===== src/rtl/kwdt_pkg.sv =====
package kwdt_pkg;

  typedef enum logic [1:0] {
    ARM_NONE = 2'd0,
    ARM_ON   = 2'd1,
    ARM_OFF  = 2'd2
  } arm_e;

  typedef struct packed {
    logic any;       // some write happened
    logic key_on;    // key register written with the enable code
    logic key_off;   // key register written with the disable code
    logic cmd;       // command register written
    logic want_on;   // command enable bit
    logic want_off;  // command disable bit
    logic kick;      // restart register written
  } wr_evt_t;

  // Count after one step: restart wins, then a running tick adds one.
  function automatic logic [31:0] step_count(input logic [31:0] cur,
                                             input logic clr,
                                             input logic run);
    if (clr)      return 32'd0;
    else if (run) return cur + 32'd1;
    else          return cur;
  endfunction

  // True when a step lands exactly on a mark.
  function automatic logic lands_on(input logic [31:0] nxt,
                                    input logic run,
                                    input logic clr,
                                    input logic [31:0] mark);
    return run && !clr && (nxt == mark);
  endfunction

endpackage


===== src/rtl/kwdt_regdec.sv =====
module kwdt_regdec
  import kwdt_pkg::*;
#(
  parameter int unsigned ADDR_W    = 4,
  parameter int unsigned DATA_W    = 16,
  parameter logic [DATA_W-1:0] KEY_ON  = 16'hEABE,
  parameter logic [DATA_W-1:0] KEY_OFF = 16'hDEAD,
  parameter int unsigned A_KEY     = 0,
  parameter int unsigned A_CMD     = 1,
  parameter int unsigned A_KICK    = 2,
  parameter int unsigned BIT_ON    = 0,
  parameter int unsigned BIT_OFF   = 1
) (
  input  logic              wr_en_i,
  input  logic [ADDR_W-1:0] wr_addr_i,
  input  logic [DATA_W-1:0] wr_data_i,
  output wr_evt_t           evt_o
);

  localparam logic [ADDR_W-1:0] AK = ADDR_W'(A_KEY);
  localparam logic [ADDR_W-1:0] AC = ADDR_W'(A_CMD);
  localparam logic [ADDR_W-1:0] AR = ADDR_W'(A_KICK);

  logic hit_key, hit_cmd, hit_kick;

  always_comb begin
    hit_key  = wr_en_i && (wr_addr_i == AK);
    hit_cmd  = wr_en_i && (wr_addr_i == AC);
    hit_kick = wr_en_i && (wr_addr_i == AR);

    evt_o          = '0;
    evt_o.any      = wr_en_i;
    evt_o.key_on   = hit_key && (wr_data_i == KEY_ON);
    evt_o.key_off  = hit_key && (wr_data_i == KEY_OFF);
    evt_o.cmd      = hit_cmd;
    evt_o.want_on  = hit_cmd && wr_data_i[BIT_ON];
    evt_o.want_off = hit_cmd && wr_data_i[BIT_OFF];
    evt_o.kick     = hit_kick;
  end

endmodule


===== src/rtl/kwdt_keyguard.sv =====
module kwdt_keyguard
  import kwdt_pkg::*;
(
  input  logic    clk_i,
  input  logic    arst_ni,
  input  wr_evt_t evt_i,
  output logic    en_o,
  output logic    go_off_o
);

  arm_e arm_q, arm_d;
  logic en_q, en_d;
  logic go_on;

  always_comb begin
    go_on    = evt_i.want_on  && (arm_q == ARM_ON);
    go_off_o = evt_i.want_off && (arm_q == ARM_OFF);

    // Each write re-decides the unlock state; only a matching key arms it.
    if (evt_i.key_on)       arm_d = ARM_ON;
    else if (evt_i.key_off) arm_d = ARM_OFF;
    else if (evt_i.any)     arm_d = ARM_NONE;
    else                    arm_d = arm_q;

    if (go_on)         en_d = 1'b1;
    else if (go_off_o) en_d = 1'b0;
    else               en_d = en_q;
  end

  always_ff @(posedge clk_i or negedge arst_ni) begin
    if (!arst_ni) begin
      arm_q <= ARM_NONE;
      en_q  <= 1'b0;
    end else begin
      arm_q <= arm_d;
      en_q  <= en_d;
    end
  end

  assign en_o = en_q;

endmodule


===== src/rtl/kwdt_counter.sv =====
module kwdt_counter
  import kwdt_pkg::*;
#(
  parameter int unsigned TIMEOUT_TICKS = 2048,
  parameter int unsigned WARN_TICKS    = 1792,
  parameter int unsigned CNT_W         = 12
) (
  input  logic             clk_i,
  input  logic             arst_ni,
  input  logic             tick_i,
  input  logic             dbg_halt_i,
  input  logic             pause_cfg_i,
  input  logic             en_i,
  input  logic             clr_i,
  output logic [CNT_W-1:0] count_o,
  output logic             run_o,
  output logic             expired_o,
  output logic             nmi_o,
  output logic             rst_req_o
);

  logic [CNT_W-1:0] cnt_q;
  logic [31:0]      cnt_nxt;
  logic             exp_q, nmi_q, rst_q;
  logic             hit_warn, hit_to, paused;

  always_comb begin
    paused   = pause_cfg_i && dbg_halt_i;
    run_o    = en_i && tick_i && !paused && !exp_q;
    cnt_nxt  = step_count(32'(cnt_q), clr_i, run_o);
    hit_warn = lands_on(cnt_nxt, run_o, clr_i, 32'(WARN_TICKS));
    hit_to   = lands_on(cnt_nxt, run_o, clr_i, 32'(TIMEOUT_TICKS));
  end

  always_ff @(posedge clk_i or negedge arst_ni) begin
    if (!arst_ni) begin
      cnt_q <= '0;
      exp_q <= 1'b0;
      nmi_q <= 1'b0;
      rst_q <= 1'b0;
    end else if (exp_q) begin
      nmi_q <= 1'b0;
      rst_q <= 1'b0;
    end else begin
      cnt_q <= cnt_nxt[CNT_W-1:0];
      nmi_q <= hit_warn;
      rst_q <= hit_to;
      exp_q <= hit_to;
    end
  end

  assign count_o   = cnt_q;
  assign expired_o = exp_q;
  assign nmi_o     = nmi_q;
  assign rst_req_o = rst_q;

endmodule


===== src/rtl/kwdt_top.sv =====
module kwdt_top
  import kwdt_pkg::*;
#(
  parameter int unsigned TIMEOUT_TICKS = 2048,
  parameter int unsigned WARN_TICKS    = 1792,
  parameter int unsigned ADDR_W        = 4,
  parameter int unsigned DATA_W        = 16,
  parameter logic [DATA_W-1:0] KEY_ON  = 16'hEABE,
  parameter logic [DATA_W-1:0] KEY_OFF = 16'hDEAD
) (
  input  logic              clk_i,
  input  logic              arst_ni,
  input  logic              tick_i,
  input  logic              dbg_halt_i,
  input  logic              pause_cfg_i,
  input  logic              wr_en_i,
  input  logic [ADDR_W-1:0] wr_addr_i,
  input  logic [DATA_W-1:0] wr_data_i,
  output logic              nmi_o,
  output logic              rst_req_o
);

  localparam int unsigned CNT_W = $clog2(TIMEOUT_TICKS + 1);

  // Named internal events, brought out for the checker.
  wr_evt_t          evt;
  logic             en;
  logic             go_off;
  logic             clr;
  logic             run;
  logic             expired;
  logic [CNT_W-1:0] count;

  kwdt_regdec #(
    .ADDR_W (ADDR_W),
    .DATA_W (DATA_W),
    .KEY_ON (KEY_ON),
    .KEY_OFF(KEY_OFF)
  ) u_dec (
    .wr_en_i  (wr_en_i),
    .wr_addr_i(wr_addr_i),
    .wr_data_i(wr_data_i),
    .evt_o    (evt)
  );

  kwdt_keyguard u_guard (
    .clk_i   (clk_i),
    .arst_ni (arst_ni),
    .evt_i   (evt),
    .en_o    (en),
    .go_off_o(go_off)
  );

  assign clr = evt.kick || go_off;

  kwdt_counter #(
    .TIMEOUT_TICKS(TIMEOUT_TICKS),
    .WARN_TICKS   (WARN_TICKS),
    .CNT_W        (CNT_W)
  ) u_cnt (
    .clk_i      (clk_i),
    .arst_ni    (arst_ni),
    .tick_i     (tick_i),
    .dbg_halt_i (dbg_halt_i),
    .pause_cfg_i(pause_cfg_i),
    .en_i       (en),
    .clr_i      (clr),
    .count_o    (count),
    .run_o      (run),
    .expired_o  (expired),
    .nmi_o      (nmi_o),
    .rst_req_o  (rst_req_o)
  );

endmodule


===== config.mk =====
export PLATFORM = sky130hd
export DESIGN_NAME = kwdt_top
export DESIGN_NICKNAME = d
export VERILOG_FILES = /design/src/rtl/kwdt_pkg.sv /design/src/rtl/kwdt_regdec.sv /design/src/rtl/kwdt_keyguard.sv /design/src/rtl/kwdt_counter.sv /design/src/rtl/kwdt_top.sv
export SDC_FILE = /design/constraint.sdc
export NUM_CORES = 1
export LEC_CHECK = 0
export ABC_AREA = 1
export ABC_CLOCK_PERIOD_IN_PS = 2000
export BUFFER_PORTS_ARGS = -buffer_cell sky130_fd_sc_hd__buf_2
export CAP_MARGIN = 40
export CORE_ASPECT_RATIO = 1.75
export CORE_MARGIN = 1
export CORE_UTILIZATION = 54
export DETAILED_ROUTE_END_ITERATION = 12
export PLACE_DENSITY = 0.79
export SETUP_SLACK_MARGIN = 0.15
export SYNTH_ARGS = -nofsm -noshare
export SYNTH_HDL_FRONTEND = slang
export SYNTH_SLANG_ARGS = --single-unit

===== constraint.sdc =====
create_clock -name clk_i -period 2 [get_ports clk_i]
set_input_delay 0.3 -clock clk_i [delete_from_list [all_inputs] [get_ports clk_i]]
set_output_delay 0.3 -clock clk_i [all_outputs]
set_load 0.02 [all_outputs]

-- After elaboration in Yosys (flattened, before gate mapping)
Cells that the tools add are included.
- bits in registers: 18
- bits of input ports: 26
- output and inout port bits: 2
- logic and storage cells: 48
- $add $sub $neg: 1
- eq/ne operators: 8
- mux-type cells: 10
- reductions and logical operators: 23
- operators with widths (kind ; count):
    $mux 32 ; 2
    $eq 16x16->1 const B ; 2
    $eq 32x11->1 const B ; 1
    $eq 32x12->1 const B ; 1
    $logic_and 1x1->1 ; 16
    $add 12x1->13 const B ; 1
    $mux 2 ; 3
    $mux 1 ; 5
    $eq 4x1->1 const B ; 1
    $eq 4x2->1 const B ; 1
    $logic_not 4->1 ; 1
    $logic_not 1->1 ; 3
    $reduce_bool 3->1 ; 1
    $eq 2x1->1 const B ; 1
    $eq 2x2->1 const B ; 1
    $reduce_bool 2->1 ; 1
    $logic_or 1x1->1 ; 1

-- Depth between registers and ports, before layout
- word-level depth: 9
- mapped depth: 12
- depth with buffers taken out: 12

-- By module
From an unflattened synthesis, not the netlist that was laid out.
- cell total of the unflattened synthesis: 212
- area, all modules: 1407.6 µm²
- by module, submodules not included (module ; instances ; cells each ; area an instance (µm²) ; sequential area each (µm²)):
    kwdt_counter ; 1 ; 152 ; 1088.5 ; 375.4
    kwdt_regdec ; 1 ; 41 ; 177.7 ; 0.0
    kwdt_keyguard ; 1 ; 16 ; 130.1 ; 75.1
    kwdt_top ; 1 ; 3 ; 11.3 ; 0.0

-- Least setup slack after synthesis
Ideal clock, no wire load.
- path type: reg2reg
- start point: register u_cnt.cnt_q[0] (netlist: u_cnt.count_o[0])
- end point: register u_cnt.exp_q (netlist: u_cnt.expired_o)
- setup time: 0.076 ns
- data arrival time: 1.401 ns
- data required time: 1.924 ns
- slack: 0.522 ns
- cell stages (with the launch flop): 13
- buffers on the path: 0
- clock period less this slack: 1.478 ns
- path through: dfrtp_1 -> ha_1 -> nand2_1 -> clkinv_1 -> nand3_1 -> nand2_1 -> nand2_1 -> nand2_1 -> nand2_1 -> nand2_1 -> nor2_1 -> nand2_1 -> o21ai_1
- word-level cells in the longest chain between the ends: 6
- RTL lines (item ; line ; source):
    start: declaration ; kwdt_counter.sv:22 ; logic [CNT_W-1:0] cnt_q;
    start signal: assignment ; kwdt_counter.sv:45 ; cnt_q <= cnt_nxt[CNT_W-1:0];
    $add 12x1->13 ; kwdt_pkg.sv:24 ; else if (run) return cur + 32'd1;
    $mux 32 (*) ; kwdt_pkg.sv:24 ;
    $mux 32 (*) ; kwdt_pkg.sv:23 ; if (clr) return 32'd0;
    $eq 32x12->1 (*) ; kwdt_pkg.sv:33 ; return run && !clr && (nxt == mark);
    $logic_and 1x1->1 (*) ; kwdt_pkg.sv:33 ;
    $mux 1 (*) ; kwdt_counter.sv:41 ; end else if (exp_q) begin
    end signal: assignment ; kwdt_counter.sv:48 ; exp_q <= hit_to;
    end: declaration ; kwdt_counter.sv:24 ; logic exp_q, nmi_q, rst_q;
Mark *: on every way between the ends. The rest lies on a longest branch, timed or not.
A chain may end at the register's enable or synchronous reset.

-- Final worst setup path
- start point: register u_cnt.exp_q (netlist: u_cnt.expired_o)
- end point: register u_cnt.rst_q (netlist: u_cnt.rst_req_o)
- word-level cells in the longest chain between the ends: 7
- elaborated cells on any way between the ends: 8
- classes of those cells: eq/ne (1); mux (3); reduce/logical (4)
- RTL lines (item ; line ; source):
    $logic_not 1->1 ; kwdt_counter.sv:29 ; run_o = en_i && tick_i && !paused && !exp_q;
    $logic_and 1x1->1 ; kwdt_counter.sv:29 ;
    $mux 32 ; kwdt_pkg.sv:24 ;
    $mux 32 ; kwdt_pkg.sv:23 ;
    $eq 32x12->1 ; kwdt_pkg.sv:33 ;
    $logic_and 1x1->1 ; kwdt_pkg.sv:33 ;
    $mux 1 (*) ; kwdt_counter.sv:41 ;
    end signal: assignment ; kwdt_counter.sv:47 ; rst_q <= hit_to;
    end: declaration ; kwdt_counter.sv:24 ;
Marked as above.

==> impl_metrics.tcl <==
set metrics [dict create \
    status "complete, no violations" \
    slew_viol_final 0 \
    vias 1361 \
    grt_pass1_wl_um 5260 \
    timing.final.hold_violations 0 \
    first_pass_iters 4 \
    period_needed_ns 1.66 \
    placed_cell_area_mm2 0.00148 \
    antenna_found_initial 0 \
    drtIter0Drc 30 \
    p_leak_nw 0.934 \
    dp_hpwl_um 2430 \
    layout-drive-gt1-share_pct 22.7 \
    die-area_mm2 0.00268 \
    route.met3.wl_um 88 \
    maxCapViolCount 0 \
    worst_pin_slew_ns 0.416 \
    worst_path_max_delay_cell "dfrtp_1" \
    path_cells "inv_2 > nand4_1 > nor2_1 > nand3_1 > nand3_2 > nand2_1 > nor2_1 > nand2_1 > nor2_1" \
    r2r-start "u_cnt.expired_o" \
    min_to "u_guard.arm_q[1]" \
    hold_class "input port to flop" \
    fillers 221 \
    rsz0062_at_grt "false" \
    clock_latency_ns 0.26 \
    async_flop_share_pct 100 \
    max_freq_ghz 0.603 \
    grt_pass1_vias 1288 \
    grt_start_max_net_pins 21 \
    start_kind "flop" \
    period_share_pct 83.0 \
    crit_required_ns 2.18 \
    synth_top_area_cell "dfrtp_1" \
    min-delay-start "wr_en_i" \
    instances_no_fill 254 \
    initial_core_util_pct 57.9 \
    post-route-drc-count 0 \
    cts.clk_slew.worst_paths_ns 0.07 \
    critPathBufInv 1 \
    synth_warnings 0 \
    maxSlewHeadroom_pct 72.3 \
    final_cell_area_mm2 0.00155 \
    reg2reg_depth 9 \
    postRouteAntennaNets 0 \
    gr-total-overflow 0 \
    cp-end-kind "flop" \
    htree_levels 1 \
    critPathMostFrequentCell "nor2_1" \
    cts_made_buffers 3 \
    clockRootBuffer "clkbuf_8" \
    fp-row-count 23 \
    wl_met2_um 1720 \
    place_inst 249 \
    dieWidth_um 39.6 \
    cp_num_cells 9 \
    syn_nets 226 \
    cpPeakStageDelay_ns 0.39 \
    ff2ff_setup_slack_ns 0.34 \
    synth_most_common_cell "nand2_1" \
    viasPerCell 5.36 \
    synth_common_cells "nand2_1 (58), inv_1 (28), nand3_1 (19), nor2_1 (19), dfrtp_1 (18)" \
    syn_area_mm2 0.00133 \
    cts_tree "built" \
    wl_per_cell_um 12.3 \
    diodes 0 \
    synth_top_area_share_pct 33.8 \
    synth_edf_count 0 \
    hold_slack_ns 0.302 \
    power_density_mw_per_mm2 466 \
    crit_path_max_fanout 7 \
    wl_um 3130 \
    portBuffers 27 \
    grt_use_total_pct 27.4 \
    hold_depth 2 \
    nets 257 \
    criticalPathCategory "flop to flop" \
    cp_top_family "simple AND/OR/NAND/NOR gates" \
    regToRegEndpoint "u_cnt.rst_req_o" \
    synth_ff_type "dfrtp_1" \
    io_pins 28 \
    syn_area_per_cell_um2 6.70 \
    die_height_um 67.7 \
    cts_max_path_buffers 2 \
    setup_slack_ns 0.341 \
    cts_sinks 18 \
    core_mm2 0.00230 \
    ys_types 25 \
    routabilityCongestion 0.770 \
    top_layer "met4" \
    fin_setup_tns_ns 0 \
    clock_skew_ns 0.00604 \
    wl_met1_um 1260 \
    ys_seq_area_share_pct 33.8 \
    cp.arrival_ns 1.84 \
    syn_inst 199 \
    synthTopCellsByArea "dfrtp_1 (34%), nand2_1 (16%), inv_1 (7.9%)" \
    vdd_drop_max_v 0.000330 \
    place_ws_ns 0.308 \
    syn_to_final_growth_pct 16.6 \
    setup_violations 0 \
    synth_seq_cells 18 \
]
-- final cells by class --
cell class	count	area [µm²]	share of cell area, %
repair buffers	30	160	10.3
clock buffers	4	55.1	3.54
multi-input cells	145	734	47.3
flip-flops and latches	18	453	29.1
inverters	32	120	7.73
well taps	25	31.3	2.01
-- registers in the layout, indices dropped and copies added (netlist names) --
name,flops
u_guard.arm_q,2
u_cnt.expired_o,1
u_cnt.nmi_o,1
u_cnt.count_o,12
u_guard.en_o,1
u_cnt.rst_req_o,1
-- report_power, final --
part | internal, mW | leakage [nW] | switching [mW]
registers | 0.364 | 0.183 | 0.000527
logic | 0.0257 | 0.722 | 0.0325
clock network | 0.175 | 0.0288 | 0.126
total | 0.565 | 0.934 | 0.159
-- timing repair --
item / in CTS / in global routing
buffers inserted: 0 / 0
setup endpoints to repair: 0 / 3
hold endpoints to repair: 18 / 0
hold buffers: 1 / 0
resized for setup: 0 / 4
-- worst reg2reg max path, delay by kind of cell (launching register included) --
| family | cells | cell delay [ns] |
|---|---|---|
| buffers and inverters | 1 | 0.12 |
| DFF | 1 | 0.39 |
| and+or+nand+nor | 8 | 1.07 |
-- kinds of logic (layout without fill, tap and decap cells) --
group	after synthesis	after routing	synth area share, %
buffers and inverters	36	66	11.3
AOI/OAI and AO/OA	20	20	7.98
adders and majority gates	1	1	0.939
and+or+nand+nor	124	124	46.0
DFF	18	18	33.8
-- layer usage --
layer | GRT usage (%) | up-vias
met5 | 0 | -
met4 | 10.8 | 0
met3 | 2.96 | 6
met2 | 50.4 | 27
met1 | 30.0 | 624
li1 | - | 704
-- placed cells by master, fill, tap and decap left out --
master / instances
a21oi_1: 1
buf_2: 27
buf_4: 2
clkbuf_8: 4
clkinv_1: 1
dfrtp_1: 16
dfrtp_2: 2
dlygate4sd3_1: 1
ha_1: 1
inv_1: 28
inv_2: 3
nand2_1: 57
nand2_2: 1
nand3_1: 19
nand3_2: 5
nand3_4: 1
nand4_1: 12
nor2_1: 19
nor2_2: 4
nor2_4: 1
nor2_8: 1
nor3_1: 1
nor3_2: 1
nor4_1: 1
nor4b_1: 1
o21ai_0: 14
o21ai_1: 3
o31ai_1: 1
o41ai_1: 1
-- stage by stage --
stage | utilization, % | power (mW)
after floorplan | - | 0.390
after global routing | 67.5 | 0.747
after global placement | 64.5 | 0.426
after CTS | 67.3 | 0.725
final | 67.5 | 0.724
after detailed placement | 64.5 | 0.429
-- worst max-delay path by stage --
stage	startpoint	end
3_3_place_gp	u_cnt.expired_o	u_cnt.nmi_o
3_5_place_dp	u_cnt.expired_o	u_cnt.rst_req_o
4_1_cts	u_cnt.expired_o	u_cnt.rst_req_o
6_report	u_cnt.expired_o	u_cnt.rst_req_o
5_1_grt	u_cnt.count_o[0]	u_cnt.nmi_o
2_1_floorplan	u_cnt.count_o[0]	u_cnt.expired_o
(Power assumes the default switching activity.)
